`src/rtl/rtmr_pkg.sv`:
```
`timescale 1ns/1ps
package rtmr_pkg;
  typedef struct packed {
    logic rx_baud;     // [6]
    logic tx_baud;     // [5]
    logic clkout_en;   // [4]
    logic updn_en;     // [3]
    logic capture_en;  // [2]
    logic ext_count;   // [1]
    logic run;         // [0]
  } ctl_t;

  localparam int unsigned CTL_W = $bits(ctl_t);

  typedef enum logic [2:0] {
    MODE_OFF,
    MODE_CAPTURE,
    MODE_UP,
    MODE_DOWN,
    MODE_GEN
  } mode_e;
endpackage

```
`src/rtl/rtmr_edge.sv`:
```
`timescale 1ns/1ps
module rtmr_edge #(
  parameter int unsigned N = 2
) (
  input  logic         clk_i,
  input  logic         rst_ni,
  input  logic [N-1:0] pin_i,
  output logic [N-1:0] rise_o
);
  logic [N-1:0] prev_q;

  always_ff @(posedge clk_i or negedge rst_ni) begin
    if (!rst_ni) prev_q <= '0;
    else         prev_q <= pin_i;
  end

  for (genvar g = 0; g < N; g++) begin : g_rise
    assign rise_o[g] = pin_i[g] & ~prev_q[g];
  end
endmodule

```
`src/rtl/rtmr_mode_dec.sv`:
```
`timescale 1ns/1ps
module rtmr_mode_dec import rtmr_pkg::*; (
  input  ctl_t  ctl_i,
  input  logic  dir_i,
  output mode_e mode_o
);
  logic gen;

  assign gen = ctl_i.tx_baud | ctl_i.rx_baud | (ctl_i.clkout_en & ~ctl_i.ext_count);

  always_comb begin
    if (!ctl_i.run)                     mode_o = MODE_OFF;
    else if (gen)                       mode_o = MODE_GEN;
    else if (ctl_i.capture_en)          mode_o = MODE_CAPTURE;
    else if (ctl_i.updn_en && !dir_i)   mode_o = MODE_DOWN;
    else                                mode_o = MODE_UP;
  end
endmodule

```
`src/rtl/rtmr_core.sv`:
```
`timescale 1ns/1ps
module rtmr_core import rtmr_pkg::*; #(
  parameter int unsigned W = 16
) (
  input  logic         clk_i,
  input  logic         rst_ni,
  input  mode_e        mode_i,
  input  logic         step_i,
  input  logic         cap_evt_i,
  input  logic         updn_en_i,
  input  logic         rld_we_i,
  input  logic [W-1:0] rld_wdata_i,
  input  logic         clr_ovf_i,
  input  logic         clr_ext_i,
  output logic [W-1:0] timer_o,
  output logic [W-1:0] rld_o,
  output logic         ovf_o,
  output logic         ext_o,
  output logic         wrap_o
);
  localparam logic [W-1:0] ALL1 = '1;

  logic [W-1:0] timer_q, rld_q;
  logic         ovf_q, ext_q;
  logic         up_mode, wrap_up, wrap_dn, reload_mode;

  assign up_mode     = (mode_i == MODE_UP) || (mode_i == MODE_GEN) || (mode_i == MODE_CAPTURE);
  assign reload_mode = (mode_i == MODE_UP) || (mode_i == MODE_DOWN);
  assign wrap_up     = step_i && up_mode && (timer_q == ALL1);
  assign wrap_dn     = step_i && (mode_i == MODE_DOWN) && (timer_q == rld_q);
  assign wrap_o      = wrap_up | wrap_dn;

  always_ff @(posedge clk_i or negedge rst_ni) begin
    if (!rst_ni) begin
      timer_q <= '0;
    end else if (step_i && mode_i != MODE_OFF) begin
      unique case (mode_i)
        MODE_DOWN:    timer_q <= wrap_dn ? ALL1 : timer_q - W'(1);
        MODE_CAPTURE: timer_q <= timer_q + W'(1);
        default:      timer_q <= wrap_up ? rld_q : timer_q + W'(1);
      endcase
    end
  end

  always_ff @(posedge clk_i or negedge rst_ni) begin
    if (!rst_ni)                                   rld_q <= '0;
    else if (rld_we_i)                             rld_q <= rld_wdata_i;
    else if (cap_evt_i && mode_i == MODE_CAPTURE)  rld_q <= timer_q;
  end

  always_ff @(posedge clk_i or negedge rst_ni) begin
    if (!rst_ni)                           ovf_q <= 1'b0;
    else if (wrap_o && mode_i != MODE_GEN) ovf_q <= 1'b1;
    else if (clr_ovf_i)                    ovf_q <= 1'b0;
  end

  always_ff @(posedge clk_i or negedge rst_ni) begin
    if (!rst_ni)                                    ext_q <= 1'b0;
    else if (cap_evt_i && mode_i == MODE_CAPTURE)   ext_q <= 1'b1;
    else if (wrap_o && reload_mode && updn_en_i)    ext_q <= ~ext_q;
    else if (clr_ext_i)                             ext_q <= 1'b0;
  end

  assign timer_o = timer_q;
  assign rld_o   = rld_q;
  assign ovf_o   = ovf_q;
  assign ext_o   = ext_q;
endmodule

```
`src/rtl/rtmr_outgen.sv`:
```
`timescale 1ns/1ps
module rtmr_outgen #(
  parameter int unsigned BAUD_DIV = 16
) (
  input  logic clk_i,
  input  logic rst_ni,
  input  logic wrap_i,
  input  logic clk_en_i,
  input  logic tx_en_i,
  input  logic rx_en_i,
  output logic clk_out_o,
  output logic tx_tick_o,
  output logic rx_tick_o
);
  localparam int unsigned CW = (BAUD_DIV > 2) ? $clog2(BAUD_DIV) : 1;
  localparam logic [CW-1:0] LAST = CW'(BAUD_DIV - 1);

  logic [CW-1:0] div_q;
  logic          baud_on, baud_hit;
  logic          clk_q, tx_q, rx_q;

  assign baud_on  = tx_en_i | rx_en_i;
  assign baud_hit = wrap_i && baud_on && (div_q == LAST);

  always_ff @(posedge clk_i or negedge rst_ni) begin
    if (!rst_ni)                div_q <= '0;
    else if (baud_hit)          div_q <= '0;
    else if (wrap_i && baud_on) div_q <= div_q + CW'(1);
  end

  always_ff @(posedge clk_i or negedge rst_ni) begin
    if (!rst_ni) begin
      clk_q <= 1'b0;
      tx_q  <= 1'b0;
      rx_q  <= 1'b0;
    end else begin
      if (wrap_i && clk_en_i) clk_q <= ~clk_q;
      tx_q <= baud_hit & tx_en_i;
      rx_q <= baud_hit & rx_en_i;
    end
  end

  assign clk_out_o = clk_q;
  assign tx_tick_o = tx_q;
  assign rx_tick_o = rx_q;
endmodule

```
`src/rtl/updn_reload_timer.sv`:
```
`timescale 1ns/1ps
module updn_reload_timer import rtmr_pkg::*; #(
  parameter int unsigned WIDTH    = 16,
  parameter int unsigned BAUD_DIV = 16
) (
  input  logic             clk_i,
  input  logic             rst_ni,
  input  logic             tick_i,
  input  logic             cnt_pin_i,
  input  logic             dir_pin_i,
  input  logic             ctl_we_i,
  input  logic [CTL_W-1:0] ctl_wdata_i,
  input  logic             rld_we_i,
  input  logic [WIDTH-1:0] rld_wdata_i,
  input  logic             clr_ovf_i,
  input  logic             clr_ext_i,
  output logic [WIDTH-1:0] timer_o,
  output logic [WIDTH-1:0] rld_o,
  output logic             ovf_flag_o,
  output logic             ext_flag_o,
  output logic             clk_out_o,
  output logic             tx_tick_o,
  output logic             rx_tick_o
);
  ctl_t        ctl_q;
  mode_e       mode;
  logic [1:0]  rise;
  logic        step, wrap;

  always_ff @(posedge clk_i or negedge rst_ni) begin
    if (!rst_ni)       ctl_q <= '0;
    else if (ctl_we_i) ctl_q <= ctl_t'(ctl_wdata_i);
  end

  rtmr_edge #(.N(2)) u_edge (
    .clk_i  (clk_i),
    .rst_ni (rst_ni),
    .pin_i  ({dir_pin_i, cnt_pin_i}),
    .rise_o (rise)
  );

  rtmr_mode_dec u_dec (
    .ctl_i  (ctl_q),
    .dir_i  (dir_pin_i),
    .mode_o (mode)
  );

  assign step = ctl_q.run & (ctl_q.ext_count ? rise[0] : tick_i);

  rtmr_core #(.W(WIDTH)) u_core (
    .clk_i       (clk_i),
    .rst_ni      (rst_ni),
    .mode_i      (mode),
    .step_i      (step),
    .cap_evt_i   (rise[1]),
    .updn_en_i   (ctl_q.updn_en),
    .rld_we_i    (rld_we_i),
    .rld_wdata_i (rld_wdata_i),
    .clr_ovf_i   (clr_ovf_i),
    .clr_ext_i   (clr_ext_i),
    .timer_o     (timer_o),
    .rld_o       (rld_o),
    .ovf_o       (ovf_flag_o),
    .ext_o       (ext_flag_o),
    .wrap_o      (wrap)
  );

  rtmr_outgen #(.BAUD_DIV(BAUD_DIV)) u_out (
    .clk_i     (clk_i),
    .rst_ni    (rst_ni),
    .wrap_i    (wrap),
    .clk_en_i  (ctl_q.clkout_en & ~ctl_q.ext_count),
    .tx_en_i   (ctl_q.tx_baud),
    .rx_en_i   (ctl_q.rx_baud),
    .clk_out_o (clk_out_o),
    .tx_tick_o (tx_tick_o),
    .rx_tick_o (rx_tick_o)
  );
endmodule

```
`config.mk`:
```
export PLATFORM = sky130hd
export DESIGN_NAME = updn_reload_timer
export DESIGN_NICKNAME = d
export VERILOG_FILES = /design/src/rtl/rtmr_pkg.sv /design/src/rtl/rtmr_edge.sv /design/src/rtl/rtmr_mode_dec.sv /design/src/rtl/rtmr_core.sv /design/src/rtl/rtmr_outgen.sv /design/src/rtl/updn_reload_timer.sv
export SDC_FILE = /design/constraint.sdc
export NUM_CORES = 1
export LEC_CHECK = 0
export ABC_AREA = 1
export BUFFER_PORTS_ARGS = -buffer_cell sky130_fd_sc_hd__buf_2
export CAP_MARGIN = 10
export CORE_ASPECT_RATIO = 1.2
export CORE_MARGIN = 4
export CORE_UTILIZATION = 53
export DETAILED_ROUTE_END_ITERATION = 10
export GPL_TIMING_DRIVEN = 1
export PLACE_DENSITY = 0.76
export SYNTH_ARGS = -nofsm -noshare
export SYNTH_HDL_FRONTEND = slang
export SYNTH_SLANG_ARGS = --single-unit
```
`constraint.sdc`:
```
create_clock -name clk_i -period 2.9 [get_ports clk_i]
set_clock_uncertainty 0.15 [all_clocks]
set_input_delay 0.145 -clock clk_i [delete_from_list [all_inputs] [get_ports clk_i]]
set_output_delay 0.145 -clock clk_i [all_outputs]
set_load 0.1 [all_outputs]
```
==> tab_implementation.tex, run 1 <==
\begin{tabular}{lr}
\hline
Metric & Value \\
\hline
\multicolumn{2}{l}{\textbf{Outcome}} \\
Run status & finished clean \\
\multicolumn{2}{l}{\textbf{Finish}} \\
Area used by multi-input combinational logic & between 2000 and 2500 µm² \\
Fin util & 0.653 \\
Antenna diode count & 0 \\
Most common cell after layout, fill and taps aside & sky130\_fd\_sc\_hd\_\_nand2\_1 \\
Nets & approximately 740 \\
Most frequent cells in the layout & sky130\_fd\_sc\_hd\_\_nand2\_1, sky130\_fd\_sc\_hd\_\_buf\_2, sky130\_fd\_sc\_hd\_\_nor2\_1, sky130\_fd\_sc\_hd\_\_dfrtp\_1, sky130\_fd\_sc\_hd\_\_inv\_1 \\
Area occupied by registers & between 1000 and 1500 µm² \\
Filler cell count in the final layout & roughly 660 \\
Syn-to-layout area delta & 18.6\% \\
Share of cells above drive strength 1 & 0.218 \\
\multicolumn{2}{l}{\textbf{Global routing}} \\
Met3 Usage GRT & 0.0397 \\
Wire length of the first global-routing pass & about 20000 µm \\
Layer carrying the most global-route usage & met2 \\
Overall track demand over capacity in global routing & 0.276 \\
Met2 Use GR & 0.461 \\
Number of global-route vias before repair & 4190 \\
Antenna violations before repair & 0 \\
Global routing met1 resource utilization & 0.357 \\
Maximum number of pins on one net before global-route repair & 34 \\
Gr ovfl total & 0 \\
\multicolumn{2}{l}{\textbf{CTS}} \\
CTS tree & built \\
Insertion delay of the later-clocked pin in the worst-skew pair & 0.31 ns \\
Number of H-tree levels & 2 \\
Number of buffers inserted to repair setup after CTS & 0 \\
Clock buffer count from CTS & 5 \\
Clk root buf & sky130\_fd\_sc\_hd\_\_clkbuf\_8 \\
Post-CTS clock slew at the launch and capture registers of the worst setup and hold paths & around 0.11 ns \\
Largest buffer count on any clock path & 2 \\
Clock Sinks & 50 \\
\multicolumn{2}{l}{\textbf{Job}} \\
Maximum capacitance violations & 0 \\
\multicolumn{2}{l}{\textbf{Die}} \\
Die outline area & $\sim$9000 µm² \\
Die Ht & roughly 100 µm \\
Initial Util & 0.551 \\
Num rows & 34 \\
Core box area & around 7300 µm² \\
DIE WIDTH & between 80 and 90 µm \\
Number of top-level design ports & about 70 \\
\multicolumn{2}{l}{\textbf{Routing}} \\
Count of routing violations after the opening detailed-route iteration & between 400 and 500 \\
DRC violations left & 0 \\
Overall via count from detail\_route & between 4000 and 5000 \\
Wirelength, routed & $\sim$12000 µm \\
Routed len/inst & 15.3 µm \\
Post-route ant nets & 0 \\
Via-per-instance ratio & between 5 and 6 \\
Iteration count of the initial detailed-routing pass & 6 \\
\multicolumn{2}{l}{\textbf{STA}} \\
Max-slew violation total from the final report & 0 \\
Final-report hold violation count & 0 \\
Number of setup violations in the final report & 0 \\
Transition time at the pin with the least slew margin & about 0.74 ns \\
Sum of negative setup slack & 0 ns \\
Share of the clock period used by the worst path & 0.791 \\
Worst relative slew slack & 0.507 \\
Final critical delay including setup and external delays & roughly 2.3 ns \\
Achievable frequency & 436 MHz \\
RSZ-0062 raised after global routing & false \\
\multicolumn{2}{l}{\textbf{Synthesis}} \\
Number of flops mapped to enable cells by yosys & 0 \\
Register bit total from synthesis & 50 \\
Yosys cell types & 35 \\
Library cell with the largest summed area after synthesis & sky130\_fd\_sc\_hd\_\_dfrtp\_1 \\
Register area share after synthesis & 0.310 \\
Post-synthesis instance area & 4030 µm² \\
Fraction of registers with async set or reset after synthesis & 1.00 \\
Post-synth net total & 650 \\
Top\_reg\_cell synth & sky130\_fd\_sc\_hd\_\_dfrtp\_1 \\
Cells after synthesis & 615 \\
Share of the synthesized area in the top cell type & 0.310 \\
Synthesized area per cell & between 6 and 7 µm² \\
Total number of yosys warnings & 0 \\
Cells taking the most area after synthesis & sky130\_fd\_sc\_hd\_\_dfrtp\_1, sky130\_fd\_sc\_hd\_\_nand2\_1, sky130\_fd\_sc\_hd\_\_nor2\_1 \\
\multicolumn{2}{l}{\textbf{Placed design}} \\
RePlAce Congestion & 1.00 \\
Detailed placement HPWL & a little under 9000 µm \\
IO Port Bufs & 68 \\
\multicolumn{2}{l}{\textbf{Setup path}} \\
Type of element launching the critical path & flip-flop \\
CP arrival & around 2.4 ns \\
Type of destination of the critical path & flip-flop \\
Maximum fanout along the worst path & 21 \\
Required time worst endpoint & $\sim$3.0 ns \\
Critical setup path kind & flip-flop to flip-flop \\
\multicolumn{2}{l}{\textbf{Power}} \\
Pwr dens & roughly 830 nW/µm² \\
Worst-case vdd ir drop & 617 µV \\
Static Leakage & approximately 2.4 nW \\
\multicolumn{2}{l}{\textbf{Min path}} \\
Hold Crit Class & input port to flip-flop \\
\hline
\end{tabular}
state kept, by name (all words and copies together), names as in the netlist:
register	count
u_core.ovf_o	1
u_core.rld_o	16
u_edge.prev_q	2
u_core.ext_o	1
u_out.rx_tick_o	1
ctl_q	7
u_out.tx_tick_o	1
u_out.clk_out_o	1
u_out.div_q	4
u_core.timer_o	16
synth_stat cells (4+ instances only):
library cell               instances
sky130_fd_sc_hd__a21oi_1           7
sky130_fd_sc_hd__o21ai_1          12
sky130_fd_sc_hd__clkbuf_1          5
sky130_fd_sc_hd__nor2_1           67
sky130_fd_sc_hd__nor2_4            9
sky130_fd_sc_hd__nor2_2            7
sky130_fd_sc_hd__dfrtp_1          50
sky130_fd_sc_hd__buf_4             7
sky130_fd_sc_hd__buf_2             5
sky130_fd_sc_hd__inv_1            49
sky130_fd_sc_hd__nand2_1         238
sky130_fd_sc_hd__o21ai_0          12
sky130_fd_sc_hd__o311ai_0          7
sky130_fd_sc_hd__nor3_1            4
sky130_fd_sc_hd__nand4_1           7
sky130_fd_sc_hd__xor2_1           18
sky130_fd_sc_hd__nand3_1          35
sky130_fd_sc_hd__inv_2            22
sky130_fd_sc_hd__o311ai_2          9
sky130_fd_sc_hd__nand3b_1          5
sky130_fd_sc_hd__nand2_2          12
sky130_fd_sc_hd__o21ai_2           5
layout make-up:
class | count | share of cell area
multi-input combinational | 472 | 0.498
inverter | 73 | 0.0578
sequential | 50 | 0.262
clock buffer | 6 | 0.0152
timing repair buffer | 100 | 0.136
tap | 90 | 0.0236
clock inverter | 2 | 0.00785
layer usage:
layer / part of all wire / wire length, µm / vias up
met5: 0 / 0 / -
met2: 0.49 / 5970 / 220
li1: - / - / 2104
met1: 0.40 / 4910 / 1980
met4: 0.034 / 418 / 0
met3: 0.069 / 839 / 48
critical path: stages, from the launching register on:
cell and delay [ns]:
sky130_fd_sc_hd__dfrtp_1 0.46, sky130_fd_sc_hd__ha_1 0.20, sky130_fd_sc_hd__inv_1 0.06, sky130_fd_sc_hd__nor2_2 0.20, sky130_fd_sc_hd__nand2_2 0.11, sky130_fd_sc_hd__nor2_4 0.13
sky130_fd_sc_hd__nand2_2 0.33, sky130_fd_sc_hd__nand2_1 0.18, sky130_fd_sc_hd__o21ai_1 0.08, sky130_fd_sc_hd__nand2_1 0.08, sky130_fd_sc_hd__nand3_1 0.08, sky130_fd_sc_hd__nand2_1 0.07
sky130_fd_sc_hd__nand2_1 0.05
through the flow:
stage                     std cells  hold WS, ns  worst slack [ns]  total power, mW  area, µm²
after CTS                       793       0.0261             0.660             3.92       4780
after global routing            793       0.0391             0.363             4.20       4780
final                           793       0.0318             0.607             3.95       4780
after detailed placement        757       0.0454             0.700             3.38       4390
after floorplan                 615       -0.301             0.347             2.95       4030
after global placement          757       0.0387             0.748             3.35       4390
cells by family after synthesis:
group | Yosys count | synth area share
flops | 50 | 0.310
simple gates | 391 | 0.425
fa+ha+maj | 3 | 0.00931
xor+xnor | 19 | 0.0413
compound gates | 58 | 0.112
buf+inv | 93 | 0.0993
mux | 1 | 0.00279
worst paths after layout:
kind	startpoint	to	slack [ns]	depth (start not counted)
max	u_core.timer_o[1]$_DFFE_PN0P_	u_core.timer_o[7]$_DFFE_PN0P_	0.61	12
min in group asynchronous	rst_ni	u_core.rld_o[6]$_DFFE_PN0P_	0.22	2
min reg2reg	u_out.clk_out_o$_DFFE_PN0P_	u_out.clk_out_o$_DFFE_PN0P_	0.32	1
max reg2reg	u_core.timer_o[1]$_DFFE_PN0P_	u_core.timer_o[7]$_DFFE_PN0P_	0.61	12
min	ctl_we_i	ctl_q[3]$_DFFE_PN0P_	0.03	3
max in group asynchronous	rst_ni	u_out.clk_out_o$_DFFE_PN0P_	1.61	3
what timing repair did:
item	in CTS	in global routing
endpoints found under the hold margin	53	0
resized for setup	0	0
hold buffers	28	0
power by group:
part           internal (mW)  switching [mW]
combinational          0.544            1.78
sequential             0.817           0.289
clock                  0.258           0.259
total                   1.62            2.33
Note: power is estimated with default switching activity, not from simulation.
==> run 2, diff against run 1 <==
clock period = 2.3 ns   (was 2.9 ns; I/O delays follow)
==> run 2 against run 1 <==
  * Critical path depth fell by 4
  * Maximum frequency rose by 7.6%
  * Hold slack got worse by 0.035 ns
  * The flow now finishes with violations (hold timing)
  * Global-route usage fell by 0.53 points
  * Cell area rose by 1.3%
  * Clock-buffer cell count fell by 1
  * Via count rose by 0.80%
  * Worst setup slack got worse by 0.44 ns
  * Register-to-register slack got worse by 0.44 ns
  * Clock power rose by 5.2%
  * Final cell count rose by 0.63%
  * Utilization rose by 0.87 points
==> tab_implementation.tex, run 2 (synthesis gave the netlist of run 1 again) <==
\begin{tabular}{lr}
\hline
Metric & Value \\
\hline
\multicolumn{2}{l}{\textbf{Finish}} \\
Non-filler instance count after layout & $\sim$800 \\
Syn-to-layout area delta & 20.2\% \\
Fin util & 0.662 \\
Antenna diode count & 0 \\
Post-route design area & 4840 µm² \\
Most common cell after layout, fill and taps aside & sky130\_fd\_sc\_hd\_\_nand2\_1 \\
Nets & 743 \\
Most frequent cells in the layout & sky130\_fd\_sc\_hd\_\_nand2\_1, sky130\_fd\_sc\_hd\_\_buf\_2, sky130\_fd\_sc\_hd\_\_nor2\_1, sky130\_fd\_sc\_hd\_\_inv\_1, sky130\_fd\_sc\_hd\_\_dfrtp\_1 \\
Share of cells above drive strength 1 & 0.242 \\
\multicolumn{2}{l}{\textbf{Die}} \\
Number of top-level design ports & 69 \\
Core box area & 7320 µm² \\
Num rows & 34 \\
DIE WIDTH & $\sim$90 µm \\
Die outline area & $\sim$9100 µm² \\
Initial Util & 0.551 \\
Die Ht & roughly 100 µm \\
\multicolumn{2}{l}{\textbf{Power}} \\
Power Internal & slightly below 2 mW \\
Power consumption & 4.90 mW \\
Pwr dens & slightly above 1000 nW/µm² \\
Sequential share of power & 0.286 \\
Logic gate share of total power & 0.603 \\
Worst-case vdd ir drop & about 750 µV \\
Net Sw Power & roughly 2.9 mW \\
Switching power as a share of total power & 0.598 \\
Clock share of power & 0.111 \\
Static Leakage & roughly 2.5 nW \\
\multicolumn{2}{l}{\textbf{Global routing}} \\
Wire length of the first global-routing pass & just under 20000 µm \\
Overall track demand over capacity in global routing & 0.271 \\
Maximum number of pins on one net before global-route repair & 51 \\
Number of global-route vias before repair & 4111 \\
Antenna violations before repair & 0 \\
Gr ovfl total & 0 \\
\multicolumn{2}{l}{\textbf{STA}} \\
Transition time at the pin with the least slew margin & just under 0.7 ns \\
Number of setup violations in the final report & 0 \\
Max-slew violation total from the final report & 0 \\
Worst hold slack after final layout & -0.00348 ns \\
RSZ-0062 raised after global routing & false \\
Worst relative slew slack & 0.543 \\
Share of the clock period used by the worst path & 0.926 \\
Final-report hold violation count & 2 \\
Sum of negative setup slack & 0 ns \\
Least setup slack across all paths after layout & $\sim$0.17 ns \\
Achievable frequency & about 470 MHz \\
Final critical delay including setup and external delays & 2.13 ns \\
\multicolumn{2}{l}{\textbf{CTS}} \\
Insertion delay of the later-clocked pin in the worst-skew pair & between 0.3 and 0.4 ns \\
Number of H-tree levels & 2 \\
Clk root buf & sky130\_fd\_sc\_hd\_\_clkbuf\_8 \\
Number of buffers inserted to repair setup after CTS & 0 \\
Post-CTS clock slew at the launch and capture registers of the worst setup and hold paths & around 0.10 ns \\
Largest buffer count on any clock path & 2 \\
CTS tree & built \\
Clock Sinks & 50 \\
Clock buffer count from CTS & 5 \\
\multicolumn{2}{l}{\textbf{Routing}} \\
Highest routing layer actually used & met4 \\
Post-route ant nets & 0 \\
DRC violations left & 0 \\
Overall via count from detail\_route & between 4000 and 5000 \\
Iteration count of the initial detailed-routing pass & 5 \\
Total met3 wirelength after detailed routing & between 800 and 900 µm \\
Via-per-instance ratio & about 5.5 \\
Met1 layer wirelength in the final routing & 4740 µm \\
Wirelength, routed & 12100 µm \\
Count of routing violations after the opening detailed-route iteration & around 380 \\
Amount of wire on met2 after detailed routing & 6120 µm \\
Routed len/inst & 15.2 µm \\
\multicolumn{2}{l}{\textbf{Placed design}} \\
Detailed placement HPWL & approximately 8900 µm \\
Setup Slack @ Placement & -0.00703 ns \\
Placed cell area & roughly 4400 µm² \\
IO Port Bufs & 68 \\
RePlAce Congestion & roughly 0.94 \\
Dpl cells & between 700 and 800 \\
\multicolumn{2}{l}{\textbf{Setup path}} \\
Maximum fanout along the worst path & 15 \\
Worst-case register-to-register setup slack & 0.17 ns \\
Type of element launching the critical path & flip-flop \\
CP arrival & between 2 and 2.5 ns \\
Required time worst endpoint & about 2.4 ns \\
Type of destination of the critical path & flip-flop \\
Critical setup path kind & flip-flop to flip-flop \\
\multicolumn{2}{l}{\textbf{Job}} \\
Maximum capacitance violations & 0 \\
\multicolumn{2}{l}{\textbf{Outcome}} \\
Run status & complete, but fails checks \\
Failing checks & hold timing \\
\multicolumn{2}{l}{\textbf{Min path}} \\
Hold Crit Class & input port to flip-flop \\
\hline
\end{tabular}
[run 2: changes by cell type in the layout (fill, tap and decap cells not counted), sizes merged]
cell         change
clkbuf           -1
buf              +4
clkinvlp         -1
dlygate4sd3      +2
inv              +2
bufinv           -1
[run 2: worst max-delay path: stages (launching register included)]
cell	delay, ns
sky130_fd_sc_hd__dfrtp_1	0.39
sky130_fd_sc_hd__nor2_1	0.18
sky130_fd_sc_hd__nand3_1	0.20
sky130_fd_sc_hd__a21oi_2	0.32
sky130_fd_sc_hd__inv_1	0.33
sky130_fd_sc_hd__nand4_1	0.21
sky130_fd_sc_hd__nand2_1	0.07
sky130_fd_sc_hd__nor2_1	0.13
sky130_fd_sc_hd__a21oi_2	0.04
[run 2: layout make-up]
class | instances | area (µm²)
Multi-Input combinational cell | 472 | 2390
Tap cell | 90 | 113
Inverter | 73 | 277
Timing Repair Buffer | 106 | 713
Clock buffer | 5 | 68.8
Clock inverter | 2 | 17.5
Sequential cell | 50 | 1270
Fill cell | 675 | 2470
[run 2: per-layer routing]
layer | vias up | track usage
met1 | 2012 | 0.347
li1 | 2111 | -
met4 | 0 | 0.0921
met3 | 37 | 0.0365
met2 | 227 | 0.460
met5 | - | 0
[run 2: worst paths after layout]
path,start,end,cells after the start
worst max-delay path,ctl_q[6]$_DFFE_PN0P_,u_core.timer_o[0]$_DFFE_PN0P_,8
worst min-delay path,ctl_we_i,ctl_q[6]$_DFFE_PN0P_,2
worst max register to register,ctl_q[6]$_DFFE_PN0P_,u_core.timer_o[0]$_DFFE_PN0P_,8
worst min register to register,u_out.clk_out_o$_DFFE_PN0P_,u_out.clk_out_o$_DFFE_PN0P_,1
max in group asynchronous,rst_ni,u_core.timer_o[11]$_DFFE_PN0P_,3
min in group asynchronous,rst_ni,ctl_q[2]$_DFFE_PN0P_,3
[run 2: power groups by stage]
stage	combinational (mW)	clock [mW]	sequential, mW
floorplan	1.44	0	2.29
global placement	2.83	0	1.41
detailed placement	2.87	0	1.41
CTS	2.92	0.555	1.39
global route	3.18	0.578	1.43
finish	2.95	0.544	1.40
[run 2: timing repair]
item,in CTS,in global routing
setup endpoints to repair,2,12
resized for setup,1,1
hold buffers,30,0
gates cloned,0,0
hold endpoints to repair,77,0
